`src/rtl/mdio_mgmt_pkg.sv`:
```
package mdio_mgmt_pkg;

  typedef enum logic [2:0] {
    RS_CFG  = 3'd0,
    RS_CMD  = 3'd1,
    RS_ADDR = 3'd2,
    RS_CTRL = 3'd3,
    RS_STAT = 3'd4,
    RS_IND  = 3'd5
  } reg_sel_e;

  // Half of the MDC period, in system clocks, for each divider code.
  function automatic logic [3:0] mdc_half(input logic [2:0] code);
    case (code)
      3'd0, 3'd1: mdc_half = 4'd2;
      3'd2:       mdc_half = 4'd3;
      3'd3:       mdc_half = 4'd4;
      3'd4:       mdc_half = 4'd5;
      3'd5:       mdc_half = 4'd7;
      3'd6:       mdc_half = 4'd10;
      default:    mdc_half = 4'd14;
    endcase
  endfunction

endpackage

```
`src/rtl/mdio_mgmt_clkgen.sv`:
```
module mdio_mgmt_clkgen #(
  parameter int CNT_W = 4
) (
  input  logic       clk,
  input  logic       rst,
  input  logic       abort,
  input  logic       run,
  input  logic [2:0] div_code,
  output logic       mdc,
  output logic       rise_evt,
  output logic       fall_evt
);
  import mdio_mgmt_pkg::*;

  logic [CNT_W-1:0] cnt;
  logic [CNT_W-1:0] half_m1;
  logic             tick;

  assign half_m1  = CNT_W'(mdc_half(div_code)) - CNT_W'(1);
  assign tick     = run && (cnt == half_m1);
  assign rise_evt = tick && !mdc;
  assign fall_evt = tick && mdc;

  always_ff @(posedge clk) begin
    if (rst || abort || !run) begin
      cnt <= '0;
      mdc <= 1'b0;
    end else if (tick) begin
      cnt <= '0;
      mdc <= ~mdc;
    end else begin
      cnt <= cnt + CNT_W'(1);
    end
  end

endmodule

```
`src/rtl/mdio_mgmt_engine.sv`:
```
module mdio_mgmt_engine #(
  parameter int PRE_LEN = 32,
  parameter int DATA_W  = 16,
  parameter int PHY_W   = 5,
  parameter int REG_W   = 5
) (
  input  logic              clk,
  input  logic              rst,
  input  logic              abort,
  input  logic              launch_wr,
  input  logic              launch_rd,
  input  logic              no_pre,
  input  logic [PHY_W-1:0]  phy,
  input  logic [REG_W-1:0]  regn,
  input  logic [DATA_W-1:0] wdata,
  input  logic              rise_evt,
  input  logic              fall_evt,
  input  logic              mdio_i,
  output logic              busy,
  output logic              nv,
  output logic [DATA_W-1:0] status,
  output logic              mdio_o,
  output logic              mdio_oe
);
  localparam int HDR_W   = 6 + PHY_W + REG_W;
  localparam int BODY_W  = HDR_W + DATA_W;
  localparam int FRAME_W = PRE_LEN + BODY_W;
  localparam int DRV_RD  = HDR_W - 2;
  localparam int IDX_W   = $clog2(FRAME_W + 1);

  logic [FRAME_W-1:0] frame_q, oemask_q;
  logic [IDX_W-1:0]   idx_q, last_q, dstart_q;
  logic               is_rd_q;
  logic [DATA_W-1:0]  rx_q;

  logic [BODY_W-1:0]  body, body_oe;
  logic [FRAME_W-1:0] frame_ld, oemask_ld;

  always_comb begin
    if (launch_rd) begin
      body    = {2'b01, 2'b10, phy, regn, 2'b11, {DATA_W{1'b1}}};
      body_oe = {{DRV_RD{1'b1}}, {(BODY_W-DRV_RD){1'b0}}};
    end else begin
      body    = {2'b01, 2'b01, phy, regn, 2'b10, wdata};
      body_oe = {BODY_W{1'b1}};
    end
    if (no_pre) begin
      frame_ld  = {body, {PRE_LEN{1'b0}}};
      oemask_ld = {body_oe, {PRE_LEN{1'b0}}};
    end else begin
      frame_ld  = {{PRE_LEN{1'b1}}, body};
      oemask_ld = {{PRE_LEN{1'b1}}, body_oe};
    end
  end

  assign mdio_o  = frame_q[FRAME_W-1];
  assign mdio_oe = oemask_q[FRAME_W-1];

  always_ff @(posedge clk) begin
    if (rst) begin
      busy     <= 1'b0;
      nv       <= 1'b0;
      is_rd_q  <= 1'b0;
      idx_q    <= '0;
      last_q   <= '0;
      dstart_q <= '0;
      frame_q  <= '0;
      oemask_q <= '0;
      rx_q     <= '0;
      status   <= '0;
    end else if (abort) begin
      busy     <= 1'b0;
      nv       <= 1'b0;
      idx_q    <= '0;
      frame_q  <= '0;
      oemask_q <= '0;
    end else if (!busy) begin
      if (launch_wr || launch_rd) begin
        busy     <= 1'b1;
        nv       <= launch_rd;
        is_rd_q  <= launch_rd;
        idx_q    <= '0;
        last_q   <= no_pre ? IDX_W'(BODY_W - 1) : IDX_W'(FRAME_W - 1);
        dstart_q <= no_pre ? IDX_W'(HDR_W) : IDX_W'(PRE_LEN + HDR_W);
        frame_q  <= frame_ld;
        oemask_q <= oemask_ld;
      end
    end else begin
      if (rise_evt && is_rd_q && (idx_q >= dstart_q)) begin
        rx_q <= {rx_q[DATA_W-2:0], mdio_i};
        if (idx_q == last_q) begin
          status <= {rx_q[DATA_W-2:0], mdio_i};
          nv     <= 1'b0;
        end
      end
      if (fall_evt) begin
        if (idx_q == last_q) begin
          busy     <= 1'b0;
          frame_q  <= '0;
          oemask_q <= '0;
        end else begin
          idx_q    <= idx_q + IDX_W'(1);
          frame_q  <= {frame_q[FRAME_W-2:0], 1'b0};
          oemask_q <= {oemask_q[FRAME_W-2:0], 1'b0};
        end
      end
    end
  end

endmodule

```
`src/rtl/mdio_mgmt_regs.sv`:
```
module mdio_mgmt_regs #(
  parameter int DATA_W = 16,
  parameter int PHY_W  = 5,
  parameter int REG_W  = 5,
  parameter int HOST_W = 32
) (
  input  logic              clk,
  input  logic              rst,
  input  logic              host_we,
  input  logic [2:0]        host_sel,
  input  logic [HOST_W-1:0] host_wdata,
  output logic [HOST_W-1:0] host_rdata,
  input  logic              busy,
  input  logic              nv,
  input  logic [DATA_W-1:0] status,
  output logic              launch_wr,
  output logic              launch_rd,
  output logic              abort,
  output logic              no_pre,
  output logic [2:0]        div_code,
  output logic [PHY_W-1:0]  phy,
  output logic [REG_W-1:0]  regn,
  output logic [DATA_W-1:0] ctrl_q
);
  import mdio_mgmt_pkg::*;

  localparam int PHY_LSB = 8;

  logic scan_step_q, scan_req_q, rd_req_q;
  logic wr_cfg, wr_cmd, wr_addr, wr_ctrl;

  assign wr_cfg  = host_we && (host_sel == RS_CFG);
  assign wr_cmd  = host_we && (host_sel == RS_CMD);
  assign wr_addr = host_we && (host_sel == RS_ADDR);
  assign wr_ctrl = host_we && (host_sel == RS_CTRL);

  assign launch_wr = wr_ctrl && !busy;
  assign launch_rd = wr_cmd && host_wdata[0] && !rd_req_q && !busy;
  assign abort     = wr_cfg && host_wdata[HOST_W-1];

  always_ff @(posedge clk) begin
    if (rst) begin
      no_pre      <= 1'b0;
      scan_step_q <= 1'b0;
      div_code    <= '0;
      rd_req_q    <= 1'b0;
      scan_req_q  <= 1'b0;
      phy         <= '0;
      regn        <= '0;
      ctrl_q      <= '0;
      host_rdata  <= '0;
    end else begin
      if (wr_cfg) begin
        no_pre      <= host_wdata[4];
        scan_step_q <= host_wdata[5];
        div_code    <= host_wdata[2:0];
      end
      if (wr_cmd) begin
        rd_req_q   <= host_wdata[0];
        scan_req_q <= host_wdata[1];
      end
      if (wr_addr) begin
        phy  <= host_wdata[PHY_LSB +: PHY_W];
        regn <= host_wdata[0 +: REG_W];
      end
      if (launch_wr) ctrl_q <= host_wdata[DATA_W-1:0];

      case (reg_sel_e'(host_sel))
        RS_CFG:  host_rdata <= HOST_W'({scan_step_q, no_pre, 1'b0, div_code});
        RS_CMD:  host_rdata <= HOST_W'({scan_req_q, rd_req_q});
        RS_ADDR: host_rdata <= (HOST_W'(phy) << PHY_LSB) | HOST_W'(regn);
        RS_CTRL: host_rdata <= HOST_W'(ctrl_q);
        RS_STAT: host_rdata <= HOST_W'(status);
        RS_IND:  host_rdata <= HOST_W'({nv, 1'b0, busy});
        default: host_rdata <= '0;
      endcase
    end
  end

endmodule

```
`src/rtl/mdio_mgmt_ctrl.sv`:
```
module mdio_mgmt_ctrl #(
  parameter int PRE_LEN = 32,
  parameter int DATA_W  = 16,
  parameter int PHY_W   = 5,
  parameter int REG_W   = 5,
  parameter int HOST_W  = 32,
  parameter int CNT_W   = 4
) (
  input  logic              clk,
  input  logic              rst,
  input  logic              host_we,
  input  logic [2:0]        host_sel,
  input  logic [HOST_W-1:0] host_wdata,
  output logic [HOST_W-1:0] host_rdata,
  output logic              mdc,
  output logic              mdio_o,
  output logic              mdio_oe,
  input  logic              mdio_i
);
  logic              busy_w, nv_w, launch_wr, launch_rd, abort_w, no_pre;
  logic              rise_evt, fall_evt;
  logic [2:0]        div_code;
  logic [PHY_W-1:0]  phy;
  logic [REG_W-1:0]  regn;
  logic [DATA_W-1:0] ctrl_q, status;

  mdio_mgmt_regs #(
    .DATA_W(DATA_W), .PHY_W(PHY_W), .REG_W(REG_W), .HOST_W(HOST_W)
  ) u_regs (
    .clk(clk), .rst(rst), .host_we(host_we), .host_sel(host_sel),
    .host_wdata(host_wdata), .host_rdata(host_rdata),
    .busy(busy_w), .nv(nv_w), .status(status),
    .launch_wr(launch_wr), .launch_rd(launch_rd), .abort(abort_w),
    .no_pre(no_pre), .div_code(div_code), .phy(phy), .regn(regn),
    .ctrl_q(ctrl_q)
  );

  mdio_mgmt_clkgen #(.CNT_W(CNT_W)) u_clk (
    .clk(clk), .rst(rst), .abort(abort_w), .run(busy_w),
    .div_code(div_code), .mdc(mdc), .rise_evt(rise_evt), .fall_evt(fall_evt)
  );

  mdio_mgmt_engine #(
    .PRE_LEN(PRE_LEN), .DATA_W(DATA_W), .PHY_W(PHY_W), .REG_W(REG_W)
  ) u_eng (
    .clk(clk), .rst(rst), .abort(abort_w),
    .launch_wr(launch_wr), .launch_rd(launch_rd), .no_pre(no_pre),
    .phy(phy), .regn(regn), .wdata(host_wdata[DATA_W-1:0]),
    .rise_evt(rise_evt), .fall_evt(fall_evt), .mdio_i(mdio_i),
    .busy(busy_w), .nv(nv_w), .status(status),
    .mdio_o(mdio_o), .mdio_oe(mdio_oe)
  );

endmodule

```
`config.mk`:
```
export PLATFORM = sky130hd
export DESIGN_NAME = mdio_mgmt_ctrl
export DESIGN_NICKNAME = d
export VERILOG_FILES = /design/src/rtl/mdio_mgmt_pkg.sv /design/src/rtl/mdio_mgmt_clkgen.sv /design/src/rtl/mdio_mgmt_engine.sv /design/src/rtl/mdio_mgmt_regs.sv /design/src/rtl/mdio_mgmt_ctrl.sv
export SDC_FILE = /design/constraint.sdc
export NUM_CORES = 1
export LEC_CHECK = 0
export ABC_AREA = 1
export ABC_CLOCK_PERIOD_IN_PS = 2320
export CAP_MARGIN = 20
export CORE_MARGIN = 4
export CORE_UTILIZATION = 52
export CTS_BUF_LIST = sky130_fd_sc_hd__clkbuf_8
export DETAILED_ROUTE_END_ITERATION = 10
export DONT_BUFFER_PORTS = 1
export PLACE_DENSITY = 0.73
export SYNTH_ARGS = -nofsm -noshare
export SYNTH_HDL_FRONTEND = slang
export SYNTH_SLANG_ARGS = --single-unit
```
`constraint.sdc`:
```
create_clock -name clk -period 2.32 [get_ports clk]
set_input_delay 0.464 -clock clk [delete_from_list [all_inputs] [get_ports clk]]
set_output_delay 0.464 -clock clk [all_outputs]
set_load 0.01 [all_outputs]
```
==> run metrics, run 1 <==
reg2reg setup slack=0.04 ns; Layout area overhead=13.43%; slowest stage delay, CP=between 0.3 and 0.4 ns; worst setup path start=u_regs.div_code[1]$_SDFFE_PP0P_; number of max-cap violations=0; status=complete, no violations; largest net degree at the start of global routing=116; H-tree levels=2; cells after synthesis=about 1500; area leader, netlist=dfxtp_1; vias=roughly 9300; critical-path cell list=nand2_4 -> o21ai_4 -> ha_4 -> nand2_2 -> nand2_1 -> nor2_1 -> nand3_1 -> nor2_2 -> nand3_4 -> nand2_8 -> inv_6 -> buf_12 -> nor2_1 -> nor2_1; maximum VDD drop=0.3763 mV; cell count of the worst reg-to-reg path=14; Period Utilization, post-route=a little over nine tenths; Worst-path clk slew=0.06 ns; Clk Latency, worst-skew pair=0.55 ns; arrival time worst endpoint=2.71 ns; placed inst area=10370 um2; CP required=approximately 2.8 ns; diode count=0; Iteration-0 DRC Markers=903; Worst R2R End=u_eng.frame_q[25]$_SDFFE_PP0P_; total of warnings raised by yosys=0; synthesized flop and latch total=225; hpwl dp=14.31 mm; top cell type's share of synthesized area=44.20%; first-pass GRT wire length=39.76 mm; Die Wd=148.0 um; DRT Pass-1 Iters=5; Routed WL=25.50 mm; final setup violation count=0; Avg Cell Area, Syn=6.971 um2; most used flip-flop cell after synthesis=dfxtp_1; Final Max Tran Viols=0; Final Hold Viols=0; Num CTS Buffers=39; Startpoint Class=flip-flop; post-layout instance area=about 12000 um2; GP Congestion=0.8519; unrepaired setup endpoints after global routing=true; Starting Density=53.59%; Post-synth EDFFs=0; CP Capture Type=flip-flop; vias in the first global route=8129; most frequent CP cell=nor2_1; Final Non-Filler Cells=1732; Worst Tran Pin Value=0.9727 ns; placed cell count=between 1500 and 2000; Via density=5.391; root buffer cell=clkbuf_8; crit path to=u_eng.frame_q[25]$_SDFFE_PP0P_; power density over the cells=734.1 nW/um2; DRC viols=0; Leak=0.004725 uW; die area=around 22000 um2; sequential fraction of the synthesis area=44.20%; clock tree buffer depth=3; final worst slack=0.04232 ns; worst clock skew=around 0.036 ns; share of cells above drive strength 1=11.68%; overall routing resource usage=a little over a fifth; DP Worst Slack=-0.01290 ns; top-count cell post-synth=nor2_1; critical path type=flip-flop to flip-flop; chip height=148.0 um; library cells used by synthesis=41; Critical Path Fanout Max=19; Worst slew margin=34.94%; Row Count=50; io pins=74; post-synthesis cell area=10190 um2; Port Buffers=0; Crit Reg-Reg Startpoint=u_regs.div_code[1]$_SDFFE_PP0P_; Slowest-stage cell, CP=dfxtp_4; Hold Crit Class=primary input to flip-flop; FFs w/ async S/R, synth=0%; routed len/inst=14.72 um; initial antenna violation count=0; Synth top cells by count=nor2_1 (291), nand2_1 (231), dfxtp_1 (225); nets@finish=~1500; TritonCTS clock tree=yes; crit path time final=2.278 ns; CTS Sinks=225; top cells by area, synth=dfxtp_1 (44%), nor2_1 (11%), nand2_1 (8.5%); fmax=around 440 MHz; Post-DRT Antenna Nets=0; remaining global-route overflow=0; Std-Cell Core Area=19020 um2
[routing by layer]
layer | vias to the layer above | global-route usage, % | share of wire, %
li1 | 4704 | - | -
met5 | - | 0 | 0
met2 | 278 | 32.88 | 46
met1 | 4317 | 30.00 | 45
met3 | 39 | 3.801 | 6.5
met4 | 0 | 6.744 | 2.0
[layout make-up]
cell class / instances / area [um2]
Inverter: 107 / 409.1
Timing Repair Buffer: 48 / 670.6
Tap cell: 260 / 325.3
Multi-Input combinational cell: 1031 / 4935
Clock buffer: 45 / 619.3
Sequential cell: 225 / 4514
Fill cell: 1772 / 7458
Clock inverter: 16 / 86.33
[logic make-up (layout without fill, tap and decap cells)]
group	Yosys count	after routing	synth area share (%)
other cells	1	16	0.03680
buf+inv	224	216	9.699
xor+xnor	6	6	0.5156
fa+ha+maj	6	6	0.7366
simple gates	675	678	27.67
flops	225	225	44.20
compound gates	325	325	17.14
[layout by cell type, fill, tap and decap left out, drive strengths merged]
cell | synthesis | final
a211oi | 1 | 1
a21oi | 122 | 122
a221oi | 1 | 1
a31oi | 4 | 4
buf | 60 | 41
clkbuf | 57 | 51
clkinv | 3 | 6
conb | 1 | 16
dfxtp | 225 | 225
dlygate4sd3 | 0 | 1
ha | 6 | 6
inv | 104 | 117
nand2 | 237 | 240
nand3 | 121 | 121
nand3b | 1 | 1
nand4 | 20 | 20
nor2 | 293 | 293
nor3 | 2 | 2
o211ai | 12 | 12
o21a | 1 | 1
o21ai | 179 | 179
o21bai | 1 | 1
o22ai | 3 | 3
o31ai | 1 | 1
or2 | 1 | 1
xnor2 | 2 | 2
xor2 | 4 | 4
[flip-flops by register name, summed over array words and instances (netlist names)]
signal,cells
u_clk.cnt,4
u_clk.mdc,1
u_eng.busy,1
u_eng.dstart_q,1
u_eng.frame_q,64
u_eng.idx_q,7
u_eng.is_rd_q,1
u_eng.last_q,1
u_eng.nv,1
u_eng.oemask_q,64
u_eng.rx_q,15
u_eng.status,16
u_regs.ctrl_q,16
u_regs.div_code,3
u_regs.host_rdata,16
u_regs.no_pre,1
u_regs.phy,5
u_regs.rd_req_q,1
u_regs.regn,5
u_regs.scan_req_q,1
u_regs.scan_step_q,1
[worst max-delay path, delay by kind of cell, from the launching register on]
family                   cells  cell delay (ns)
AND/OR/NAND/NOR             10             1.12
flip-flops                   1             0.39
buffers and inverters        2             0.24
adder cells (fa/ha/maj)      1             0.22
AO/OA/AOI/OAI                1             0.17
[how the worst min path moves through the flow]
stage	start	to	slack, ns	cells after the start
global placement	u_eng.oemask_q[0]$_SDFFE_PP0P_	u_eng.oemask_q[0]$_SDFFE_PP0P_	0.44	2
finish	rst	u_eng.is_rd_q$_SDFFE_PP0P_	0.03	1
detailed placement	u_eng.oemask_q[0]$_SDFFE_PP0P_	u_eng.oemask_q[0]$_SDFFE_PP0P_	0.44	2
floorplan	u_eng.oemask_q[0]$_SDFFE_PP0P_	u_eng.oemask_q[0]$_SDFFE_PP0P_	0.43	2
global route	rst	u_eng.is_rd_q$_SDFFE_PP0P_	0.02	1
CTS	rst	u_eng.is_rd_q$_SDFFE_PP0P_	0.01	1
[stage by stage]
step / power, uW / hold slack (ns) / util, % / TNS (ns)
after CTS: 8453 / 0.009857 / 58.38 / 0
after global routing: 8839 / 0.02220 / 60.78 / -6.886
after detailed placement: 5099 / 0.4414 / 54.53 / -0.09814
final: 8486 / 0.02883 / 60.78 / 0
after floorplan: 4887 / 0.4273 / - / 0
after global placement: 5086 / 0.4389 / 54.53 / 0
[what timing repair did]
item                                   in CTS  in global routing
pin swaps                                   0                 14
gates resized for setup                     4                 55
cloned                                      0                 11
setup buffers                               0                  5
hold buffers                                1                  0
endpoints found under the hold margin      26                  0
setup endpoints to repair                  41                138
[power by group]
group / switching, uW / total [uW] / internal (uW)
logic: 720 / 1030 / 308
registers: 82.3 / 4100 / 4020
clock network: 1600 / 3360 / 1760
total: 2400 / 8490 / 6090
Power figures use the tool's default switching activity.
==> run 2, diff against run 1 <==
Settings changed: CORE_UTILIZATION 52 to 55, PLACE_DENSITY 0.73 to 0.76.
==> run metrics, run 2 (synthesis gave the netlist of run 1 again) <==
Port Buffers=0 (unchanged); Clk Latency, worst-skew pair=0.55 ns (about the same); cell count of the worst reg-to-reg path=14 (unchanged); Std-Cell Core Area=18090 um2 (was 19020 um2); critical-path cell list=nand2_1 -> o21ai_2 -> ha_4 -> nand2_2 -> nand2_1 -> nor2_1 -> nand3_1 -> nor2_2 -> nand3_4 -> nand2_8 -> inv_8 -> buf_12 -> nor2_1 -> nor2_1 (was nand2_4 -> o21ai_4 -> ha_4 -> nand2_2 -> nand2_1 -> nor2_1 -> nand3_1 -> nor2_2 -> nand3_4 -> nand2_8 -> inv_6 -> buf_12 -> nor2_1 -> nor2_1); Final Hold Viols=0 (unchanged); crit path time final=2.247 ns (was 2.278 ns); arrival time worst endpoint=2.68 ns (was 2.71 ns); power density over the cells=776.1 nW/um2 (was 734.1 nW/um2); Via density=5.530 (was 5.391); Metal-1 WL=11.41 mm (was 11.60 mm); chip height=144.1 um (was 148.0 um); initial antenna violation count=0 (unchanged); diode count=0 (unchanged); most frequent CP cell=nor2_1 (unchanged); Power Total=8930 uW (was 8486 uW); first-pass GRT wire length=40.30 mm (was 39.76 mm); Post-DRT Antenna Nets=0 (unchanged); Top Registers=u_eng.frame_q (64), u_eng.oemask_q (64) (unchanged); Final Max Tran Viols=0 (unchanged); Worst Tran Pin Value=0.9721 ns (was 0.9727 ns); H-tree levels=2 (unchanged); critical path type=flip-flop to flip-flop (unchanged); Leak=0.004777 uW (was 0.004725 uW); FILL cells=1582 (was 1772); vias in the first global route=8290 (was 8129); Period Utilization, post-route=96.85% (was 98.18%); final setup violation count=0 (unchanged); clock tree buffer depth=3 (unchanged); Starting Density=56.35% (was 53.59%); slowest stage delay, CP=0.37 ns (was 0.39 ns); nets@finish=1496 (was 1497); die area=20770 um2 (was 21900 um2); Hold Crit Class=primary input to flip-flop (unchanged); hold path depth=1 (unchanged); CP Capture Type=flip-flop (unchanged); fmax=445.0 MHz (was 439.0 MHz); status=complete, no violations (unchanged); Startpoint Class=flip-flop (unchanged); TritonCTS clock tree=yes (unchanged); number of max-cap violations=0 (unchanged); Num CTS Buffers=38 (was 39); root buffer cell=clkbuf_8 (unchanged); CTS Sinks=225 (unchanged); Layout area overhead=12.90% (was 13.43%); io pins=74 (unchanged); vias=9450 (was 9338); CP required=2.75 ns (about the same); Slowest-stage cell, CP=dfxtp_4 (unchanged); routed len/inst=14.62 um (was 14.72 um); top layer in use=met4 (unchanged); Routed WL=24.98 mm (was 25.50 mm); Critical Path Fanout Max=18 (was 19); DRT Pass-1 Iters=5 (unchanged); maximum VDD drop=0.4055 mV (was 0.3763 mV); Met2 Wirelength=11.38 mm (was 11.73 mm); largest net degree at the start of global routing=114 (was 116); GP Congestion=0.8792 (was 0.8519); overall routing resource usage=23.11% (was 21.17%); placed cell count=1628 (was 1654); remaining global-route overflow=0 (unchanged); Iteration-0 DRC Markers=848 (was 903); Die Wd=144.1 um (was 148.0 um); Worst-path clk slew=0.07 ns (was 0.06 ns); Final Non-Filler Cells=1709 (was 1732); commonest non-fill, non-tap cell in the layout=nor2_1 (unchanged); Met3 Wirelength=1.643 mm (was 1.659 mm); hpwl dp=14.78 mm (was 14.31 mm); DRC viols=0 (unchanged); share of cells above drive strength 1=10.88% (was 11.68%); worst clock skew=0.02822 ns (was 0.03636 ns); Worst slew margin=34.98% (was 34.94%); Row Count=49 (was 50); commonest cells after routing, fill and taps aside=nor2_1 (287), nand2_1 (229), dfxtp_1 (222), o21ai_0 (157), nand3_1 (116) (was nor2_1 (276), nand2_1 (225), dfxtp_1 (221), o21ai_0 (156), nand3_1 (115))
run 2: cell types whose count changed in the layout (fill, tap and decap cells not counted), moves of 3 or more:
cell / delta
buf_4: +10
nand2_1: +4
nand2_2: -3
buf_6: -5
nor2_2: -10
bufinv_16: +3
buf_12: -3
nor2_1: +11
run 2: critical path: cells and delay by family (launching register included):
kind                       cells  cell delay (ns)
and+or+nand+nor               10             1.10
DFF                            1             0.37
buffers and inverters          2             0.25
adders and majority gates      1             0.23
AOI/OAI and AO/OA              1             0.17
run 2: through the flow:
| stage | instance area, um2 | TNS (ns) | hold slack (ns) | worst slack (ns) | utilization, % |
|---|---|---|---|---|---|
| finish | 11510 | 0 | 0.02613 | 0.07302 | 63.62 |
| global route | 11510 | -0.1445 | 0.02063 | -0.02934 | 63.62 |
| CTS | 11240 | 0 | 0.006568 | 0.01858 | 62.17 |
| detailed placement | 10370 | -0.4708 | 0.4474 | -0.03580 | 57.33 |
| global placement | 10370 | -0.04888 | 0.4379 | -0.02714 | 57.33 |
| floorplan | 10250 | 0 | 0.4273 | 0.2094 | - |
run 2: area by class of cell:
type	instances	area, um2	area share (%)
multi-input combinational	1030	4846	42.12
sequential	225	4516	39.25
clock buffer	47	646.9	5.622
timing repair buffer	49	614.3	5.339
inverter	107	409.1	3.556
tap	229	286.5	2.490
clock inverter	22	187.7	1.631
run 2: per-layer routing:
metal / GRT usage, % / vias to the layer above
met5: 0 / -
met4: 7.631 / 0
met3: 3.836 / 43
met2: 35.64 / 313
met1: 33.05 / 4376
li1: - / 4718
run 2: power breakdown:
part	internal [uW]	switching [uW]
Combinational	310	701
Sequential	4010	82.2
Clock	2180	1640
run 2: what timing repair did:
action                                 CTS  global route
setup endpoints to repair               90           153
setup buffers                            0             2
endpoints found under the hold margin   26             0
resized for setup                        4            21
cloned                                   1             8
pin swaps                                1             6
hold buffers                             1             0
run 2: final timing paths:
check	startpoint	slack, ns	endpoint
max	u_regs.div_code[1]$_SDFFE_PP0P_	0.07	u_eng.frame_q[29]$_SDFFE_PP0P_
min reg2reg	u_eng.oemask_q[0]$_SDFFE_PP0P_	0.46	u_eng.oemask_q[0]$_SDFFE_PP0P_
max reg2reg	u_regs.div_code[1]$_SDFFE_PP0P_	0.07	u_eng.frame_q[29]$_SDFFE_PP0P_
min	rst	0.03	u_eng.is_rd_q$_SDFFE_PP0P_
